[src/rtl/mtc16_pkg.sv]
// Shared constants for the 16-bit timer: mode numbers, clock-select codes
// and the bit positions of the event flags.
package mtc16_pkg;
    localparam int CNT_W   = 16;
    localparam int PRE_W   = 10;
    localparam int FLAG_W  = 8;

    localparam logic [3:0] MODE_NORMAL  = 4'd0;
    localparam logic [3:0] MODE_TOP_A   = 4'd4;
    localparam logic [3:0] MODE_TOP_CAP = 4'd12;

    localparam int FB_OVF  = 0;
    localparam int FB_CMPA = 1;
    localparam int FB_CMPB = 2;
    localparam int FB_CMPC = 3;
    localparam int FB_CAPT = 5;

    localparam logic [FLAG_W-1:0] FLAG_USED = 8'b0010_1111;

    // Number of prescaler low bits that must be all ones for a step; -1 = halted.
    function automatic int sel_to_bits(input logic [2:0] sel);
        case (sel)
            3'd1:    return 0;
            3'd2:    return 3;
            3'd3:    return 6;
            3'd4:    return 8;
            3'd5:    return 10;
            default: return -1;
        endcase
    endfunction
endpackage

[src/rtl/mtc16_prescale.sv]
// Free-running prescaler. Produces a one-cycle step enable chosen by the
// clock-select code. Assumes PRE_W is wide enough for the largest divider.
module mtc16_prescale
    import mtc16_pkg::*;
#(
    parameter int PW = PRE_W
) (
    input  logic       clk,
    input  logic       rst_n,
    input  logic       hold,
    input  logic [2:0] clk_sel,
    output logic       step
);
    logic [PW-1:0] pre_q;
    logic [PW-1:0] tap_mask;

    // Advance the prescaler; restart it on reset or power-down.
    always_ff @(posedge clk) begin
        if (!rst_n || hold) pre_q <= '0;
        else                pre_q <= pre_q + 1'b1;
    end

    // Build the mask of low bits that must all be ones for a step.
    always_comb begin
        int nb;
        nb = sel_to_bits(clk_sel);
        tap_mask = '0;
        for (int i = 0; i < PW; i++) begin
            if (i < nb) tap_mask[i] = 1'b1;
        end
    end

    // Step when a real divider is selected and the low bits are all ones.
    assign step = !hold && (sel_to_bits(clk_sel) >= 0) && ((pre_q & tap_mask) == tap_mask);

    AST_NO_STEP_HALTED: assert property (@(posedge clk) disable iff (!rst_n)
        (clk_sel == 3'd0 || clk_sel == 3'd6 || clk_sel == 3'd7) |-> !step);
endmodule

[src/rtl/mtc16_count.sv]
// Counter core: increments on a step, clears at the mode's top value, wraps
// at the maximum, accepts a software load and masks matches on the step after it.
// Assumes the step enable is a single-cycle pulse from the prescaler.
module mtc16_count
    import mtc16_pkg::*;
#(
    parameter int W  = CNT_W,
    parameter int FW = FLAG_W
) (
    input  logic          clk,
    input  logic          rst_n,
    input  logic          hold,
    input  logic          step,
    input  logic [3:0]    mode,
    input  logic [W-1:0]  cmp_a,
    input  logic [W-1:0]  cmp_b,
    input  logic [W-1:0]  cmp_c,
    input  logic [W-1:0]  cap_top,
    input  logic          wr_en,
    input  logic [W-1:0]  wr_data,
    output logic [W-1:0]  count,
    output logic [FW-1:0] events
);
    logic [W-1:0] cnt_q;
    logic         mask_q;
    logic         adv;
    logic         live;
    logic         hit_a, hit_b, hit_c, hit_cap;
    logic         top_clr;
    logic         wr_ok;

    assign wr_ok = wr_en && !hold;
    assign adv   = step && !wr_ok && !hold;
    assign live  = adv && !mask_q;

    // Compare the present count against every reference.
    always_comb begin
        hit_a   = (cnt_q == cmp_a);
        hit_b   = (cnt_q == cmp_b);
        hit_c   = (cnt_q == cmp_c);
        hit_cap = (cnt_q == cap_top);
    end

    // Decide the top-clear and the event vector for this cycle.
    always_comb begin
        top_clr = live && (((mode == MODE_TOP_A) && hit_a) ||
                           ((mode == MODE_TOP_CAP) && hit_cap));
        events = '0;
        events[FB_CMPA] = live && hit_a;
        events[FB_CMPB] = live && hit_b;
        events[FB_CMPC] = live && hit_c;
        events[FB_CAPT] = live && (mode == MODE_TOP_CAP) && hit_cap;
        events[FB_OVF]  = adv && !top_clr && (cnt_q == {W{1'b1}});
    end

    // Update the count and the one-step match mask.
    always_ff @(posedge clk) begin
        if (!rst_n || hold) begin
            cnt_q  <= '0;
            mask_q <= 1'b0;
        end else if (wr_ok) begin
            cnt_q  <= wr_data;
            mask_q <= 1'b1;
        end else if (adv) begin
            cnt_q  <= top_clr ? '0 : cnt_q + 1'b1;
            mask_q <= 1'b0;
        end
    end

    assign count = cnt_q;

    AST_HOLD_WITHOUT_STEP: assert property (@(posedge clk) disable iff (!rst_n)
        (!step && !wr_en && !hold) |=> $stable(count));
    AST_WRITE_LOADS: assert property (@(posedge clk) disable iff (!rst_n)
        (wr_en && !hold) |=> (count == $past(wr_data)));
    AST_TOP_CLEARS: assert property (@(posedge clk) disable iff (!rst_n)
        (top_clr && !hold) |=> (count == '0));
    AST_MAX_WRAPS: assert property (@(posedge clk) disable iff (!rst_n)
        (events[FB_OVF] && !hold) |=> (count == '0));
endmodule

[src/rtl/mtc16_flags.sv]
// Event flag bank: sticky flags with write-one-to-clear, gated onto request
// lines by a mask. Assumes a set and a clear in the same cycle keep the flag.
module mtc16_flags
    import mtc16_pkg::*;
#(
    parameter int              FW   = FLAG_W,
    parameter logic [FW-1:0]   USED = FLAG_USED
) (
    input  logic          clk,
    input  logic          rst_n,
    input  logic          hold,
    input  logic [FW-1:0] set_ev,
    input  logic          clr_we,
    input  logic [FW-1:0] clr_bits,
    input  logic [FW-1:0] mask,
    output logic [FW-1:0] lines
);
    logic [FW-1:0] flag_q;

    for (genvar i = 0; i < FW; i++) begin : g_bit
        if (USED[i]) begin : g_used
            // Keep, set or clear one flag bit.
            always_ff @(posedge clk) begin
                if (!rst_n || hold)            flag_q[i] <= 1'b0;
                else if (set_ev[i])            flag_q[i] <= 1'b1;
                else if (clr_we && clr_bits[i]) flag_q[i] <= 1'b0;
            end
        end else begin : g_unused
            assign flag_q[i] = 1'b0;
        end
    end

    assign lines = flag_q & mask;

    AST_EVENT_SETS_FLAG: assert property (@(posedge clk) disable iff (!rst_n)
        (|(set_ev & USED) && !hold) |=> ((flag_q & $past(set_ev & USED)) == $past(set_ev & USED)));
endmodule

[src/rtl/mtc16_timer.sv]
// Top of the 16-bit timer: builds the mode number, wires the prescaler,
// counter core and flag bank, and fans the flag lines out to the request pins.
// Assumes all register inputs are already synchronous to clk.
module mtc16_timer
    import mtc16_pkg::*;
(
    input  logic        clk,
    input  logic        rst_n,
    input  logic        pwr_down,
    input  logic [7:0]  ctrl_a,
    input  logic [7:0]  ctrl_b,
    input  logic [15:0] cmp_a,
    input  logic [15:0] cmp_b,
    input  logic [15:0] cmp_c,
    input  logic [15:0] cap_top,
    input  logic [7:0]  irq_mask,
    input  logic        flag_clr_we,
    input  logic [7:0]  flag_clr_data,
    input  logic        cnt_we,
    input  logic [15:0] cnt_wdata,
    output logic        irq_ovf,
    output logic        irq_cmpa,
    output logic        irq_cmpb,
    output logic        irq_cmpc,
    output logic        irq_capt,
    output logic [15:0] count
);
    logic [3:0]        mode;
    logic              step;
    logic [FLAG_W-1:0] ev;
    logic [FLAG_W-1:0] lines;

    assign mode = {ctrl_b[4:3], ctrl_a[1:0]};

    mtc16_prescale #(.PW(PRE_W)) u_pre (
        .clk(clk), .rst_n(rst_n), .hold(pwr_down),
        .clk_sel(ctrl_b[2:0]), .step(step)
    );

    mtc16_count #(.W(CNT_W), .FW(FLAG_W)) u_cnt (
        .clk(clk), .rst_n(rst_n), .hold(pwr_down), .step(step), .mode(mode),
        .cmp_a(cmp_a), .cmp_b(cmp_b), .cmp_c(cmp_c), .cap_top(cap_top),
        .wr_en(cnt_we), .wr_data(cnt_wdata), .count(count), .events(ev)
    );

    mtc16_flags #(.FW(FLAG_W), .USED(FLAG_USED)) u_flg (
        .clk(clk), .rst_n(rst_n), .hold(pwr_down), .set_ev(ev),
        .clr_we(flag_clr_we), .clr_bits(flag_clr_data), .mask(irq_mask),
        .lines(lines)
    );

    assign irq_ovf  = lines[FB_OVF];
    assign irq_cmpa = lines[FB_CMPA];
    assign irq_cmpb = lines[FB_CMPB];
    assign irq_cmpc = lines[FB_CMPC];
    assign irq_capt = lines[FB_CAPT];

    AST_PWR_QUIET: assert property (@(posedge clk) disable iff (!rst_n)
        pwr_down |=> (!irq_ovf && !irq_cmpa && !irq_cmpb && !irq_cmpc && !irq_capt && count == 16'd0));
endmodule

[config.mk]
export PLATFORM = sky130hd
export DESIGN_NAME = mtc16_timer
export DESIGN_NICKNAME = d
export VERILOG_FILES = /design/src/rtl/mtc16_pkg.sv /design/src/rtl/mtc16_prescale.sv /design/src/rtl/mtc16_count.sv /design/src/rtl/mtc16_flags.sv /design/src/rtl/mtc16_timer.sv
export SDC_FILE = /design/constraint.sdc
export NUM_CORES = 1
export LEC_CHECK = 0
export BUFFER_PORTS_ARGS = -buffer_cell sky130_fd_sc_hd__buf_2
export CAP_MARGIN = 20
export CORE_UTILIZATION = 45
export DETAILED_ROUTE_END_ITERATION = 8
export PLACE_DENSITY_LB_ADDON = 0.1
export SYNTH_ARGS = -nofsm -noshare
export SYNTH_HDL_FRONTEND = slang
export SYNTH_SLANG_ARGS = --single-unit
[constraint.sdc]
create_clock -name clk -period 3.1 [get_ports clk]
set_input_delay 0.93 -clock clk [delete_from_list [all_inputs] [get_ports clk]]
set_output_delay 0.93 -clock clk [all_outputs]
set_load 0.1 [all_outputs]
==> summary.md <==
| Metric | Value |
|---|---|
| Share of Yosys cell area claimed by the top area cell type | 25.60% |
| First-pass GRT wire length | 12,080 um |
| Number of nets in the synthesized netlist | 428 |
| Async SR Flop Fraction | 0% |
| Max frequency | 387.3 MHz |
| Highest net fanout along the worst path | 14 |
| Final-layout setup total negative slack | 0 ns |
| Clock tree from TritonCTS | built |
| Final cell area excluding filler cells | 3259 sq um |
| Summed instance area of the synthesized netlist | 2502 sq um |
| Number of buffers inserted for hold repair after clock tree synthesis | 0 |
| Cts repair resizes | 0 |
| WL/cell | 15.09 um |
| Shortest period the worst path allows | 2.582 ns |
| Leak pwr | 1.447 nW |
| Ratio of total power to cell area | 294.8 nW/um^2 |
| Total global routing track utilization | 26.22% |
| Hold Fails Final Rpt | 0 |
| Total power | 0.9609 mW |
| CTS H-tree depth | 2 |
| Transition at the pin with the smallest max-transition slack | 0.6012 ns |
| Most used flip-flop cell after synthesis | dfxtp_1 |
| Startpoint type of the worst setup path | input pin |
| Postcts setup bufs | 0 |
| Initial antenna violation count | 0 |
| Yosys warning count | 0 |
| Post-synth top area cell | dfxtp_1 |
| Vias per inst | 5.202 |
| Initial standard-cell utilization of the core | 47.78% |
| Die extent in x | 76.57 um |
| Layout overhead on the synthesized area | 30.25% |
| Overall die height | 76.57 um |
| Worst slack at placement | 0.2227 ns |
| Final clock period utilization by the worst path | 83.30% |
| Data arrival time of the worst path | 2.78 ns |
| Antenna diodes | 0 |
| HPWL after detailed placement | 5905 um |
| Final WL | 7529 um |
| Data required time of the critical path | 3.30 ns |
| Min setup slack post-route | 0.5178 ns |
| Average cell area after synthesis | 8.098 sq um |
| Pin count of the biggest net entering global routing | 28 |
| Port Buffers | 122 |
| Fin nets | 548 |
| Clk root buf | clkbuf_8 |
| Die Outline Area | 5863 sq um |
| Slew Viols, Final | 0 |
| Slew HR | 59.92% |
| Number of enable-type register cells in the synthesized netlist | 0 |
| Post-route ant nets | 0 |
| Number of buffers created by CTS | 5 |
| Most instantiated cells after synthesis | xnor2_1 (43), xor2_1 (43), dfxtp_1 (32), nor2_1 (27) |
| Number of search-and-repair iterations in the first detailed-routing pass | 4 |
| FF+latch count, synth | 32 |
| Gp weighted congestion | 0.8298 |
| Via count of the first global-routing pass | 2,492 |
| Row count | 26 |
| Overflow after GRT | 0 |
| Maximum Capacitance Violations | 0 |
| Clock sink count | 32 |
| Number of DRC markers after the initial detailed-route iteration | 88 |
| Clock latency at the later pin of the worst-skew pair | 0.28 ns |
| Distinct cells, synth | 42 |
| Max rail drop VDD | 0.1846 mV |
| Vias after detailed routing | 2,596 |
| Critical Path Sink Type | flip-flop |
| DRC violations left | 0 |
| Post-route clock skew | 0.003354 ns |
| Part of the Yosys area used for sequential elements | 25.60% |
| Number of top-level design ports | 138 |
| Endpoints failing setup | 0 |
| Result of the run | finished, final reports clean |
| Maximum count of clock buffers along a single path | 2 |
| HP Class | reg -> reg |
| Crit path kind | in -> reg |
| Core area | 5238 sq um |
| Count of mapped cells out of synthesis | 309 |
| Placed standard-cell area | 3182 sq um |
| Clock-pin slew reported for the worst setup and hold paths after clock tree synthesis | 0.06 ns |
| Most area-consuming cells after synthesis | dfxtp_1 (26%), xnor2_1 (15%), xor2_1 (15%) |
| Unrepaired setup endpoints after global routing | no |
| Share of final-layout standard cells stronger than drive strength 1 | 37.53% |
## registers in the layout, summed over array words and instances, names as in the netlist
| register | count |
|---|---|
| u_cnt.count | 16 |
| u_pre.pre_q | 10 |
| u_cnt.mask_q | 1 |
| u_flg.flag_q | 5 |
## metrics by stage
step,util (%),cells,hold WS (ns)
final,62.23,499,0.4536
after global routing,62.23,499,0.4736
after CTS,62.23,499,0.4547
after detailed placement,60.75,492,0.4456
after global placement,60.75,492,0.4407
after floorplan,-,309,0.4273
## where the power goes
part	total, mW	internal [mW]	switching, mW
Sequential	0.430	0.418	0.0114
Combinational	0.233	0.107	0.126
Clock	0.299	0.152	0.146
Total	0.961	0.678	0.283
## area by class of cell
cell class	count	area, sq um
Clock buffer	6	72.57
Sequential cell	32	640.6
Inverter	4	15.01
Multi-Input combinational cell	249	1715
Tap cell	70	87.58
Clock inverter	1	5.005
Timing Repair Buffer	137	723.2
Fill cell	510	1978
## kinds of logic after synthesis
family / synth area share (%)
AOI/OAI and AO/OA: 12.15
xor gates and xnor gates: 30.10
adders and majority gates: 0.9998
buffers and inverters: 5.850
DFF: 25.60
and+or+nand+nor: 25.30
## metal layers
metal  share of wire, %  global-route usage, %  up-vias
met5                  0                      0        -
met4                2.3                  8.846        0
met3                7.4                  6.587       13
met2                 46                  43.42      106
met1                 45                  32.97     1179
li1                   -                      -     1298
## final timing paths
check                  startpoint               to  slack (ns)  depth (start not counted)
setup / recovery        ctrl_b[2]   u_cnt.count[3]        0.52                          8
hold / removal    u_flg.flag_q[5]  u_flg.flag_q[5]        0.45                          2
setup reg to reg   u_cnt.count[8]  u_cnt.count[13]        0.85                          7
hold reg to reg   u_flg.flag_q[5]  u_flg.flag_q[5]        0.45                          2
## cells in the final DEF, fill, tap and decap left out, types with 3 or more instances in the layout
master / count
a21oi_1: 17
a22oi_1: 3
and2_1: 6
and3_1: 6
and3_2: 9
buf_2: 122
buf_4: 15
clkbuf_8: 5
dfxtp_1: 32
inv_1: 4
nand2_1: 15
nand3_1: 17
nand4_1: 11
nor2_1: 27
nor4_1: 10
o22ai_1: 12
xnor2_1: 43
xor2_1: 43
## critical path, cell delays in order
cell and delay (ns):
buf_2 0.12, xor2_1 0.17, a211o_1 0.26, or4_4 0.62, buf_4 0.23, nor2_1 0.14
xnor2_1 0.09, a211oi_1 0.21
Note: power is estimated with default switching activity, not from simulation.
